--- src/rtl/lcd_clkgen_pkg.sv ---
// Shared types for the LCD clock generator.
// Assumes 2-bit source and divide fields.
package lcd_clkgen_pkg;

    typedef enum logic [1:0] {
        SRC_FAST  = 2'd0,
        SRC_SLOW  = 2'd1,
        SRC_RSV_A = 2'd2,
        SRC_RSV_B = 2'd3
    } src_sel_e;

    // Reserved codes have the upper bit set
    function automatic logic src_is_valid(input logic [1:0] code);
        return !code[1];
    endfunction

endpackage

--- src/rtl/lcd_clkgen_regs.sv ---
// Configuration register for the LCD clock generator.
// Holds source, divide code, enable and a sticky lock-violation flag.
// Assumes a write strobe carries all fields at once.
module lcd_clkgen_regs (
    input  logic       clk,
    input  logic       rst_n,
    input  logic       wr,
    input  logic [1:0] wsrc,
    input  logic [1:0] wdiv,
    input  logic       wen,
    output logic [1:0] src_q,
    output logic [1:0] div_q,
    output logic       en_q,
    output logic       err_q
);

    logic div_locked;

    // Divide change attempted while running
    always_comb begin
        div_locked = en_q && (wdiv != div_q);
    end

    // Register update with the divide lock and error flag
    always_ff @(posedge clk) begin
        if (!rst_n) begin
            src_q <= 2'd0;
            div_q <= 2'd0;
            en_q  <= 1'b0;
            err_q <= 1'b0;
        end else if (wr) begin
            src_q <= wsrc;
            en_q  <= wen;
            if (div_locked) begin
                err_q <= 1'b1;
            end else begin
                div_q <= wdiv;
                if (!wen) begin
                    err_q <= 1'b0;
                end
            end
        end
    end

endmodule

--- src/rtl/lcd_clkgen_div.sv ---
// Source selection and period counter.
// Counts the ticks of the selected oscillator. It flags the last tick
// of each period on hit (combinational, same cycle as that tick).
// Assumes LS_LOG2 <= HS_LOG2 + 3 so both terminals fit the counter.
module lcd_clkgen_div #(
    parameter int HS_LOG2 = 10,
    parameter int LS_LOG2 = 6,
    parameter int CW      = HS_LOG2 + 3
) (
    input  logic       clk,
    input  logic       rst_n,
    input  logic       hs_tick,
    input  logic       ls_tick,
    input  logic [1:0] src,
    input  logic [1:0] div,
    input  logic       en,
    output logic       active,
    output logic       hit
);
    import lcd_clkgen_pkg::*;

    localparam int NDIV = 4;

    logic [CW-1:0] hs_term [NDIV];
    logic [CW-1:0] ls_term;
    logic [CW-1:0] term;
    logic [CW-1:0] cnt;
    logic          src_tick;

    // One terminal count per fast-oscillator ratio
    for (genvar i = 0; i < NDIV; i++) begin : g_term
        assign hs_term[i] = CW'((64'd1 << (HS_LOG2 + i)) - 64'd1);
    end
    assign ls_term = CW'((64'd1 << LS_LOG2) - 64'd1);

    // Pick the source strobe and its terminal count
    always_comb begin
        active   = en && src_is_valid(src);
        src_tick = (src == SRC_SLOW) ? ls_tick : hs_tick;
        term     = (src == SRC_SLOW) ? ls_term : hs_term[div];
        hit      = active && src_tick && (cnt >= term);
    end

    // Period counter, held at zero while inactive
    always_ff @(posedge clk) begin
        if (!rst_n || !active) begin
            cnt <= '0;
        end else if (src_tick) begin
            cnt <= (cnt >= term) ? '0 : cnt + CW'(1);
        end
    end

endmodule

--- src/rtl/lcd_clkgen_out.sv ---
// Output stage: registers the period tick and the toggled clock level.
// The level is forced low while the generator is inactive.
module lcd_clkgen_out (
    input  logic clk,
    input  logic rst_n,
    input  logic active,
    input  logic hit,
    output logic tick_q,
    output logic lvl_q
);

    // Tick and level registers
    always_ff @(posedge clk) begin
        if (!rst_n) begin
            tick_q <= 1'b0;
            lvl_q  <= 1'b0;
        end else begin
            tick_q <= hit;
            lvl_q  <= active ? (lvl_q ^ hit) : 1'b0;
        end
    end

endmodule

--- src/rtl/lcd_clkgen.sv ---
// LCD operating clock generator top.
// Oscillators arrive as tick strobes in the clk domain.
// Source 0 divides by 1024<<div, source 1 by 64, and sources 2/3 are stopped.
module lcd_clkgen #(
    parameter int HS_LOG2 = 10,
    parameter int LS_LOG2 = 6
) (
    input  logic       clk,
    input  logic       rst_n,
    input  logic       osc_hs_tick,
    input  logic       osc_ls_tick,
    input  logic       cfg_wr,
    input  logic [1:0] cfg_wsrc,
    input  logic [1:0] cfg_wdiv,
    input  logic       cfg_wen,
    output logic [1:0] cfg_src,
    output logic [1:0] cfg_div,
    output logic       cfg_en,
    output logic       cfg_err,
    output logic       lclk_tick,
    output logic       lclk_out
);

    localparam int CW = HS_LOG2 + 3;

    logic active;
    logic hit;

    lcd_clkgen_regs u_regs (
        .clk   (clk),
        .rst_n (rst_n),
        .wr    (cfg_wr),
        .wsrc  (cfg_wsrc),
        .wdiv  (cfg_wdiv),
        .wen   (cfg_wen),
        .src_q (cfg_src),
        .div_q (cfg_div),
        .en_q  (cfg_en),
        .err_q (cfg_err)
    );

    lcd_clkgen_div #(
        .HS_LOG2 (HS_LOG2),
        .LS_LOG2 (LS_LOG2),
        .CW      (CW)
    ) u_div (
        .clk     (clk),
        .rst_n   (rst_n),
        .hs_tick (osc_hs_tick),
        .ls_tick (osc_ls_tick),
        .src     (cfg_src),
        .div     (cfg_div),
        .en      (cfg_en),
        .active  (active),
        .hit     (hit)
    );

    lcd_clkgen_out u_out (
        .clk    (clk),
        .rst_n  (rst_n),
        .active (active),
        .hit    (hit),
        .tick_q (lclk_tick),
        .lvl_q  (lclk_out)
    );

endmodule

--- config.mk ---
export PLATFORM = sky130hd
export DESIGN_NAME = lcd_clkgen
export DESIGN_NICKNAME = d
export VERILOG_FILES = /design/src/rtl/lcd_clkgen_pkg.sv /design/src/rtl/lcd_clkgen_regs.sv /design/src/rtl/lcd_clkgen_div.sv /design/src/rtl/lcd_clkgen_out.sv /design/src/rtl/lcd_clkgen.sv
export SDC_FILE = /design/constraint.sdc
export NUM_CORES = 1
export LEC_CHECK = 0
export ABC_AREA = 1
export BUFFER_PORTS_ARGS = -buffer_cell sky130_fd_sc_hd__buf_2
export CELL_PAD_IN_SITES_DETAIL_PLACEMENT = 1
export CELL_PAD_IN_SITES_GLOBAL_PLACEMENT = 1
export CORE_ASPECT_RATIO = 1.2
export CORE_MARGIN = 2
export CORE_UTILIZATION = 40
export CTS_CLUSTER_DIAMETER = 80
export CTS_CLUSTER_SIZE = 40
export DETAILED_ROUTE_END_ITERATION = 6
export GPL_TIMING_DRIVEN = 0
export PLACE_DENSITY_LB_ADDON = 0.1
export SLEW_MARGIN = 10
export SYNTH_ARGS = -nofsm -noshare
export SYNTH_HDL_FRONTEND = slang
export SYNTH_SLANG_ARGS = --single-unit
--- constraint.sdc ---
create_clock -name clk -period 2 [get_ports clk]
set_clock_uncertainty 0.1 [all_clocks]
set_input_delay 0.2 -clock clk [delete_from_list [all_inputs] [get_ports clk]]
set_output_delay 0.2 -clock clk [all_outputs]
set_load 0.005 [all_outputs]
**Word level (Yosys, flattened, before mapping)**

Cells that the tools add are included.

- Register bits: 21
- Input port bits: 10
- Output and inout port bits: 8
- Logic and storage cells: 35

- Add/subtract/negate cells: 1
- Order comparisons: 2
- Eq/ne operators: 3
- Multiplexer cells: 8
- Bitwise logic cells: 3
- Reduce and logical (&&, ||, !) cells: 11

Operators by type and width:

| operator | number |
|---|---|
| $mux 13 | 4 |
| $bmux 13 s2 | 1 |
| $add 13x1->13 const B | 1 |
| $ge 13x13->1 | 1 |
| $reduce_and 2->1 | 3 |
| $logic_and 1x1->1 | 4 |
| $ge 3x3->1 const B | 1 |
| $logic_not 1->1 | 3 |
| $mux 1 | 3 |
| $not 2->3 | 1 |
| $eq 2x1->1 const B | 1 |
| $ne 2x1->1 const B | 1 |
| $ne 2x2->1 | 1 |
| $logic_or 1x1->1 | 1 |
| $not 1->1 | 1 |
| $xor 1x1->1 | 1 |

**Depth between registers and ports, before layout**

Gate-level depths: netlist of the first run.

- Depth in word-level cells: 8
- Gate-level depth with buffers: 14
- Gate-level depth less buffers: 13

**Modules after synthesis**

Synthesis of the first run repeated with hierarchy kept, for this count alone.

- Cells, all modules: 180
- Area total of the unflattened synthesis: 1244.9 um^2

By module, submodules not included:

| module | times used | cells an instance | area an instance (um^2) | sequential area each (um^2) |
|---|---|---|---|---|
| lcd_clkgen_div | 1 | 130 | 903.4 | 260.2 |
| lcd_clkgen_regs | 1 | 40 | 269.0 | 120.1 |
| lcd_clkgen_out | 1 | 10 | 72.6 | 40.0 |

**Least setup slack after synthesis of the first run**

OpenSTA, ideal clock, no wires.

- Path kind: register to register
- Start: reg u_regs.src_q[1]
- End: reg u_div.cnt[5]
- Library setup time: 0.117 ns
- Arrival time: 1.695 ns
- Required time: 1.783 ns
- Slack: 0.087 ns
- Stages on the path, launching flop included: 15
- Path buffers: 1
- Period minus slack after synthesis: 1.913 ns
- Cell sequence: dfxtp_1 inv_2 nand2_4 nand3_1 ha_1 nand2_1 nor2_1 nand3_1 inv_1 nand3_1 nand2_1 nand2_2 nand2_2 buf_6 nor2_2

- Word-level cells in the longest chain between the ends: 4
- Elaborated cells between the ends (all ways): 9
- Those cells by class: order compare: 1; eq/ne: 1; mux: 3; reduce/logical: 4

RTL lines:

| element | RTL line | RTL |
|---|---|---|
| start, declared | lcd_clkgen_regs.sv:11 | `output logic [1:0] src_q,` |
| start signal, assigned | lcd_clkgen_regs.sv:32 | `src_q <= wsrc;` |
| $eq 2x1->1 or $logic_not 1->1 (tied branches) | lcd_clkgen_div.sv:39, lcd_clkgen_div.sv:40, lcd_clkgen_pkg.sv:14 |  |
| $mux 13 or $logic_and 1x1->1 (tied branches) | lcd_clkgen_div.sv:40, lcd_clkgen_div.sv:38 |  |
| $ge 13x13->1 or $logic_not 1->1 (tied branches) | lcd_clkgen_div.sv:49, lcd_clkgen_div.sv:46 |  |
| $mux 13 or $logic_or 1x1->1 (tied branches) | lcd_clkgen_div.sv:49, lcd_clkgen_div.sv:46 |  |
| end signal, assigned | lcd_clkgen_div.sv:49 | `cnt <= (cnt >= term) ? '0 : cnt + CW'(1);` |
| end, declared | lcd_clkgen_div.sv:27 | `logic [CW-1:0] cnt;` |

Parallel ways exist; a longest one is shown, timed or not.
A chain may end at the register's enable or synchronous reset.

**Final worst setup path of the first run**

- Start: reg u_regs.src_q[1]
- End: reg u_div.cnt[7]

The elaborated chain is that of the path after synthesis.

==> flow_summary.json, run 1 <==
{
  "grt_max_degree": 12,
  "rows": 21,
  "fin_cells": 222,
  "synth.yosys.seq_area_share_pct": 36.1,
  "rr_worst_depth": 15,
  "cts_buffers": 3,
  "drc": 0,
  "cts_max_path_buffers": 2,
  "vdd_drop_max_uv": 302,
  "num_vias": 1100,
  "drtPass1Iterations": 3,
  "syn_to_final_growth_pct": 34.8,
  "htree_levels": 1,
  "crit_type": "flop to flop",
  "final_antenna_net_count": 0,
  "maxCapViolations": 0,
  "hp-class": "input port to flop",
  "wl_um": 2990,
  "required_ns": 2.11,
  "holdCritStartpoint": "rst_n",
  "gr-usage-all-layers_pct": 19.5,
  "r2r_setup_slack_ns": -0.008,
  "cts_sinks": 21,
  "port_buffers": 17,
  "dp_slack_ns": -0.202,
  "first_global_vias": 1159,
  "grt_pass1_wl_um": 5040,
  "outcome": "finished, violations left",
  "endpoint_kind": "flop",
  "root_buffer": "clkbuf_4",
  "initial_utilization_pct": 41.8,
  "violations": "setup timing",
  "die_height_um": 63.1,
  "postSynthAreaPerCell_um2": 7.42,
  "async_reset_ff_share_pct": 0,
  "grt_overflow": 0,
  "report.final.slew_viol_count": 0,
  "vias_per_cell": 4.95,
  "setup_viol": 5,
  "hpwl_um": 2070,
  "ys.flop_type": "dfxtp_1",
  "dieArea_um2": 3360,
  "tightest_slew_ns": 0.597,
  "clk_pin_slew_worst_paths_ns": 0.13,
  "whs_path_depth": 3,
  "worst_slack_ns": -0.00848,
  "holdPathEnd": "u_regs.src_q[0]$_SDFFE_PN0P_",
  "nets": 203,
  "reg2reg_from": "u_regs.src_q[1]$_SDFFE_PN0P_",
  "cts_tree": "yes",
  "hold_viol": 0,
  "timing.slew.headroom_pct": 59.9,
  "antenna_found_initial": 0,
  "dp_cells": 208,
  "fmax_mhz": 498,
  "path_max_fanout": 5,
  "fillers": 359,
  "io_pins": 18,
  "first_iter_violations": 18,
  "period_needed_ns": 2.01,
  "synth_top_area_share_pct": 36.1,
  "gp_routability_congestion": 0.734,
  "synthTopCellsByCount": "32 x nand2_1, 21 x dfxtp_1, 19 x inv_1",
  "yosysWarnings": 0,
  "syn-cell-area_um2": 1160,
  "yosysMostFrequentCell": "nand2_1",
  "finalPower_mw": 0.782,
  "worstReg2RegEnd": "u_div.cnt[7]$_SDFFE_PN0P_",
  "cp-start-kind": "flop",
  "insertion_delay_ns": 0.31,
  "syn-num-nets": 171,
  "ys_top_cells_by_area": "dfxtp_1 36%, nand2_1 10%, inv_1 6.1%",
  "yosys.cell_types.count": 24,
  "diodes": 0,
  "rsz0062_at_grt": "true",
  "core_area_um2": 2790,
  "critical_path_arrival_ns": 2.12,
  "fp.dieW_um": 53.3,
  "period_share_pct": 100,
  "drive_above_1_share_pct": 40.4,
  "synthCells": 157,
  "post_drt_wl_per_cell_um": 13.5,
  "holdWs_ns": 0.0510,
  "power_density_nw_per_um2": 498,
  "leakage_nw": 0.692,
  "synth_edf_count": 0,
  "synth-seq-cells": 21,
  "synth_area_leader_cell": "dfxtp_1"
}
## registers in the layout (all words and copies together), names as in the netlist
signal and cells:
u_div.cnt 13, u_regs.en_q 1, u_regs.div_q 2, u_regs.err_q 1, u_regs.src_q 2, u_out.lvl_q 1
u_out.tick_q 1
## worst max-delay path, cell delays in order, from the launching register on
cell and delay [ns]:
dfxtp_2 0.36, inv_2 0.05, nand2_4 0.09, nand3_4 0.08, ha_4 0.29, nand2_4 0.05, nor2_4 0.09, nand3_2 0.11
nor2_2 0.12, nor2_2 0.06, nand2_2 0.09, nand2_4 0.06, nand2_4 0.08, buf_12 0.11, buf_8 0.12, nor2_2 0.03
## cell type report
class                   count  area [µm²]  area share (%)
well taps                  34        42.5            2.71
inverters                  21        78.8            5.02
repair buffers             27         218            13.9
flip-flops and latches     21         425            27.1
clock buffers               4        26.3            1.67
plain buffers               1        15.0           0.956
multi-input cells         114         764            48.7
## metal layers
| layer | GRT usage (%) | vias up | part of all wire, % |
|---|---|---|---|
| met5 | 0 | - | 0 |
| met4 | 4.81 | 0 | 0.74 |
| met3 | 2.84 | 4 | 2.7 |
| met2 | 33.5 | 17 | 53 |
| met1 | 24.8 | 512 | 44 |
| li1 | - | 567 | - |
## cell families (layout without fill, tap and decap cells)
| family | Yosys count | count (layout) | synth area share [%] |
|---|---|---|---|
| AND/OR/NAND/NOR | 85 | 85 | 37.4 |
| buffers and inverters | 22 | 53 | 7.73 |
| flip-flops | 21 | 21 | 36.1 |
| AO/OA/AOI/OAI | 15 | 15 | 6.87 |
| XOR/XNOR | 9 | 9 | 6.77 |
| adder cells (fa/ha/maj) | 4 | 4 | 4.30 |
| multiplexers | 1 | 1 | 0.859 |
## how the worst max path moves through the flow
stage	startpoint	end	slack, ns	cells after the start
floorplan	u_regs.src_q[1]$_SDFFE_PN0P_	u_div.cnt[5]$_SDFFE_PN0P_	0.09	14
global placement	u_regs.src_q[1]$_SDFFE_PN0P_	u_div.cnt[6]$_SDFFE_PN0P_	-0.13	14
detailed placement	u_regs.src_q[1]$_SDFFE_PN0P_	u_div.cnt[7]$_SDFFE_PN0P_	-0.20	14
CTS	u_regs.src_q[1]$_SDFFE_PN0P_	u_div.cnt[1]$_SDFFE_PN0P_	-0.02	14
global route	u_regs.src_q[1]$_SDFFE_PN0P_	u_div.cnt[7]$_SDFFE_PN0P_	-0.13	15
finish	u_regs.src_q[1]$_SDFFE_PN0P_	u_div.cnt[7]$_SDFFE_PN0P_	-0.008	15
## stage by stage
step / setup TNS (ns) / cell area [µm²] / util, %
2_1_floorplan: 0 / 1160 / -
3_3_place_gp: -1.29 / 1290 / 46.4
3_5_place_dp: -2.01 / 1290 / 46.4
4_1_cts: -0.0678 / 1450 / 52.0
5_1_grt: -1.42 / 1570 / 56.4
6_report: -0.0272 / 1570 / 56.4
## report_power, final
group          internal [mW]  leakage, nW  total, mW  switching [mW]
registers              0.428        0.172      0.440          0.0125
clock network         0.0778       0.0150      0.214           0.137
logic                 0.0606        0.506      0.128          0.0670
## repair_timing
action	4_1_cts	5_1_grt
pin swaps	4	11
endpoints found under the setup margin	13	15
gates cloned	1	0
buffers inserted	5	4
gates resized for setup	13	19
hold buffers	0	0
## placed cells by master, fill, tap and decap left out
| cell | netlist | final |
|---|---|---|
| buf_12 | 0 | 3 |
| nand2_4 | 3 | 6 |
| inv_2 | 2 | 4 |
| buf_4 | 0 | 6 |
| nand3b_2 | 1 | 1 |
| o21ai_0 | 5 | 4 |
| clkbuf_1 | 0 | 1 |
| buf_2 | 0 | 17 |
| xor2_1 | 6 | 6 |
| nand4_1 | 3 | 3 |
| a21oi_1 | 8 | 7 |
| o22ai_1 | 1 | 1 |
| dfxtp_1 | 21 | 17 |
| o32ai_1 | 1 | 1 |
| dfxtp_2 | 0 | 4 |
| nand2_1 | 32 | 29 |
| nand3_1 | 14 | 11 |
| and2_1 | 1 | 1 |
| nand2_2 | 4 | 4 |
| mux2i_1 | 1 | 1 |
| nand3_4 | 0 | 1 |
| o21ai_2 | 0 | 1 |
| buf_16 | 0 | 1 |
| or2_2 | 1 | 1 |
| nand3_2 | 0 | 2 |
| ha_1 | 4 | 2 |
| nor2_2 | 11 | 12 |
| a21oi_2 | 0 | 1 |
| nor2_4 | 2 | 6 |
| inv_1 | 19 | 17 |
| xnor2_1 | 3 | 3 |
| nor2_1 | 10 | 5 |
| ha_4 | 0 | 2 |
| buf_8 | 0 | 1 |
| nor3_1 | 3 | 3 |
| clkbuf_4 | 0 | 3 |
(Power assumes the default switching activity.)
==> inputs of run 2 (changes only) <==
--- a/config.mk
+++ b/config.mk
@@ -5,13 +5,12 @@
 export SDC_FILE = /design/constraint.sdc
 export NUM_CORES = 1
 export LEC_CHECK = 0
-export ABC_AREA = 1
 export BUFFER_PORTS_ARGS = -buffer_cell sky130_fd_sc_hd__buf_2
 export CELL_PAD_IN_SITES_DETAIL_PLACEMENT = 1
 export CELL_PAD_IN_SITES_GLOBAL_PLACEMENT = 1
 export CORE_ASPECT_RATIO = 1.2
 export CORE_MARGIN = 2
-export CORE_UTILIZATION = 40
+export CORE_UTILIZATION = 41
 export CTS_CLUSTER_DIAMETER = 80
 export CTS_CLUSTER_SIZE = 40
 export DETAILED_ROUTE_END_ITERATION = 6
==> run 2 against run 1 <==
The run still ends with setup timing left. Combinational power decreased by 16%. Maximum frequency decreased by 8.5%. Global-route usage increased by 2.5 points. Final cell count decreased by 12%. Die area decreased by 4.2%. Sequential power about the same. Synthesized area decreased by 2.1%. Sequential cell count unchanged. Worst setup slack got worse by 0.19 ns. Critical path type unchanged. Largest cell class unchanged.
==> flow_summary.json, run 2 <==
{
  "critPathTopFamily": "simple AND/OR/NAND/NOR gates",
  "drc": 0,
  "critical_path_arrival_ns": 2.37,
  "die_height_um": 61.8,
  "gp_routability_congestion": 0.735,
  "io_pins": 18,
  "synth_compound_area_share_pct": 13.9,
  "wl_um": 3340,
  "utilization_pct": 57.9,
  "yosysMostFrequentCell": "dfxtp_1",
  "hpwl_um": 2070,
  "cts_max_path_buffers": 2,
  "yosys.cell_types.count": 36,
  "ys_top_cells_by_area": "dfxtp_1 37%, nand2_1 5.6%, ha_1 4.4%",
  "synth_fa_ha_area_share_pct": 4.39,
  "maxCapViolations": 0,
  "final_antenna_net_count": 0,
  "combPwrFrac_pct": 14.1,
  "async_reset_ff_share_pct": 0,
  "swShare_pct": 27.2,
  "synth_area_leader_cell": "dfxtp_1",
  "worst_slack_ns": -0.194,
  "insertion_delay_ns": 0.32,
  "yosysWarnings": 0,
  "synthTopCellsByCount": "21 x dfxtp_1, 17 x nand2_1, 10 x nor2_1",
  "postSynthAreaPerCell_um2": 8.64,
  "violations": "setup timing",
  "dp_cells": 181,
  "endpoint_kind": "flop",
  "power.share.clock_pct": 28.5,
  "synth_top_area_share_pct": 36.9,
  "post_drt_wl_per_cell_um": 17.1,
  "cts_sinks": 21,
  "synthCells": 132,
  "synth_mux_area_share_pct": 3.51,
  "layout_commonest_cell": "dfxtp_1",
  "power.net_switching_mw": 0.207,
  "tightest_slew_ns": 0.605,
  "holdPathEnd": "u_regs.src_q[0]$_SDFFE_PN0P_",
  "leakage_nw": 0.561,
  "hp-class": "input port to flop",
  "reg2reg_from": "u_regs.src_q[1]$_SDFFE_PN0P_",
  "first_iter_violations": 19,
  "r2r_setup_slack_ns": -0.19,
  "syn_to_final_growth_pct": 31.0,
  "num_vias": 1112,
  "slowest_stage": "or4_1",
  "initial_utilization_pct": 44.2,
  "fin_cells": 195,
  "outcome": "finished, violations left",
  "syn-num-nets": 146,
  "crit_type": "flop to flop",
  "dieArea_um2": 3220,
  "finalPower_mw": 0.762,
  "drtPass1Iterations": 4,
  "vdd_drop_max_uv": 316,
  "cts_buffers": 3,
  "diodes": 0,
  "cp_num_buf_inv": 1,
  "required_ns": 2.17,
  "synth_edf_count": 0,
  "antenna_found_initial": 0,
  "layout_common_cells": "18 x dfxtp_1, 17 x buf_2, 13 x nand2_1",
  "cp_slowest_stage_delay_ns": 0.39,
  "root_buffer": "clkbuf_4",
  "report.final.slew_viol_count": 0,
  "largest_register_ffs": 13,
  "grt_overflow": 0,
  "period_needed_ns": 2.19,
  "hold_viol": 0,
  "top_register": "u_div.cnt",
  "gr-usage-all-layers_pct": 22.0,
  "first_global_vias": 1144,
  "core_area_um2": 2580,
  "synth_top_family_by_area": "simple AND/OR/NAND/NOR gates",
  "period_share_pct": 110,
  "p_int_mw": 0.554,
  "synthXorXnorAreaFrac_pct": 6.15,
  "setup_viol": 15,
  "synth-seq-cells": 21,
  "nets": 177,
  "timing.slew.headroom_pct": 59.3,
  "syn-cell-area_um2": 1140,
  "vias_per_cell": 5.70,
  "path_max_fanout": 4,
  "power_density_nw_per_um2": 510,
  "crit_chain": "nand2b_4, nand3_1, ha_4, nand3_4, a2111oi_4, nor3_4, buf_6, or4_1, nand2_1",
  "ys.flop_type": "dfxtp_1",
  "grt_max_degree": 12,
  "grt_pass1_wl_um": 5170,
  "clk_pin_slew_worst_paths_ns": 0.12,
  "synthSimpleGateAreaFrac_pct": 31.8,
  "holdCritStartpoint": "cfg_wsrc[0]",
  "fp.dieW_um": 52.1,
  "htree_levels": 1,
  "whs_path_depth": 3,
  "largestRegisters": "u_div.cnt (13), u_regs.div_q (2), u_regs.src_q (2)",
  "dpl_cell_area_um2": 1260,
  "rr_worst_depth": 9,
  "drive_above_1_share_pct": 34.6,
  "synth.yosys.seq_area_share_pct": 36.9,
  "cp-start-kind": "flop",
  "rsz0062_at_grt": "true",
  "seq_power_share_pct": 57.4,
  "cts_tree": "yes",
  "worstReg2RegEnd": "u_out.lvl_q$_SDFF_PN0_",
  "final_area_um2": 1490,
  "rows": 20,
  "port_buffers": 16,
  "fmax_mhz": 456
}
[run 2: changes by cell type in the layout (fill, tap and decap cells not counted), sizes merged, moves of 4 or more]
cell / delta
nor2b: +4
nor2: -13
nand3: -5
nor4: +5
nand2: -22
inv: -20
[run 2: worst min-delay path: stages]
cell,delay (ns)
buf_2,0.07
mux2i_1,0.06
nor2b_1,0.09
[run 2: how the worst max path moves through the flow]
stage | slack [ns] | to | cells past startpoint | start
after floorplan | -0.07 | u_out.lvl_q$_SDFF_PN0_ | 8 | u_regs.src_q[1]$_SDFFE_PN0P_
after global placement | -0.31 | u_div.cnt[4]$_SDFFE_PN0P_ | 8 | u_regs.src_q[1]$_SDFFE_PN0P_
after detailed placement | -0.35 | u_div.cnt[10]$_SDFFE_PN0P_ | 8 | u_regs.src_q[1]$_SDFFE_PN0P_
after CTS | -0.17 | u_div.cnt[11]$_SDFFE_PN0P_ | 8 | u_regs.src_q[1]$_SDFFE_PN0P_
after global routing | -0.30 | u_out.lvl_q$_SDFF_PN0_ | 9 | u_regs.src_q[1]$_SDFFE_PN0P_
final | -0.19 | u_out.lvl_q$_SDFF_PN0_ | 9 | u_regs.src_q[1]$_SDFFE_PN0P_
[run 2: final cells by class]
class / instances / area [µm²]
clock buffer: 4 / 26.3
timing repair buffer: 26 / 170
inverter: 1 / 3.75
fill: 330 / 1080
buffer: 6 / 42.5
tap: 33 / 41.3
multi-input combinational: 104 / 785
sequential: 21 / 424
[run 2: cell families (layout without fill, tap and decap cells)]
group / Yosys count / after routing
and+or+nand+nor: 65 / 65
AOI/OAI and AO/OA: 23 / 23
DFF: 21 / 21
xor gates and xnor gates: 8 / 8
buffers and inverters: 7 / 37
adders and majority gates: 4 / 4
muxes: 4 / 4
[run 2: what timing repair did]
| item | CTS | global route |
|---|---|---|
| pin swaps | 11 | 7 |
| buffers inserted | 6 | 4 |
| gates cloned | 1 | 0 |
| hold buffers | 0 | 0 |
| endpoints found under the setup margin | 15 | 15 |
| resized for setup | 13 | 20 |
[run 2: per-layer routing]
layer	routed length, µm	vias up	share of wire (%)	track usage, %
met4	98	0	2.9	8.79
li1	-	540	-	-
met2	1720	26	51	42.5
met1	1410	535	42	24.6
met5	0	-	0	0
met3	113	11	3.4	2.39
[run 2: power by group through the flow]
stage               combinational (mW)  clock (mW)  sequential (mW)
floorplan                       0.0442           0            0.443
global placement                0.0719           0            0.444
detailed placement              0.0740           0            0.445
CTS                             0.0921       0.217            0.435
global route                     0.117       0.239            0.438
finish                           0.107       0.217            0.437
[run 2: stage by stage]
stage	hold slack [ns]	TNS, ns	setup WS, ns
after floorplan	0.228	-0.327	-0.0665
after global placement	0.361	-3.28	-0.313
after detailed placement	0.380	-3.83	-0.351
after CTS	0.0483	-1.35	-0.169
after global routing	0.0596	-3.14	-0.305
final	0.0369	-1.35	-0.194
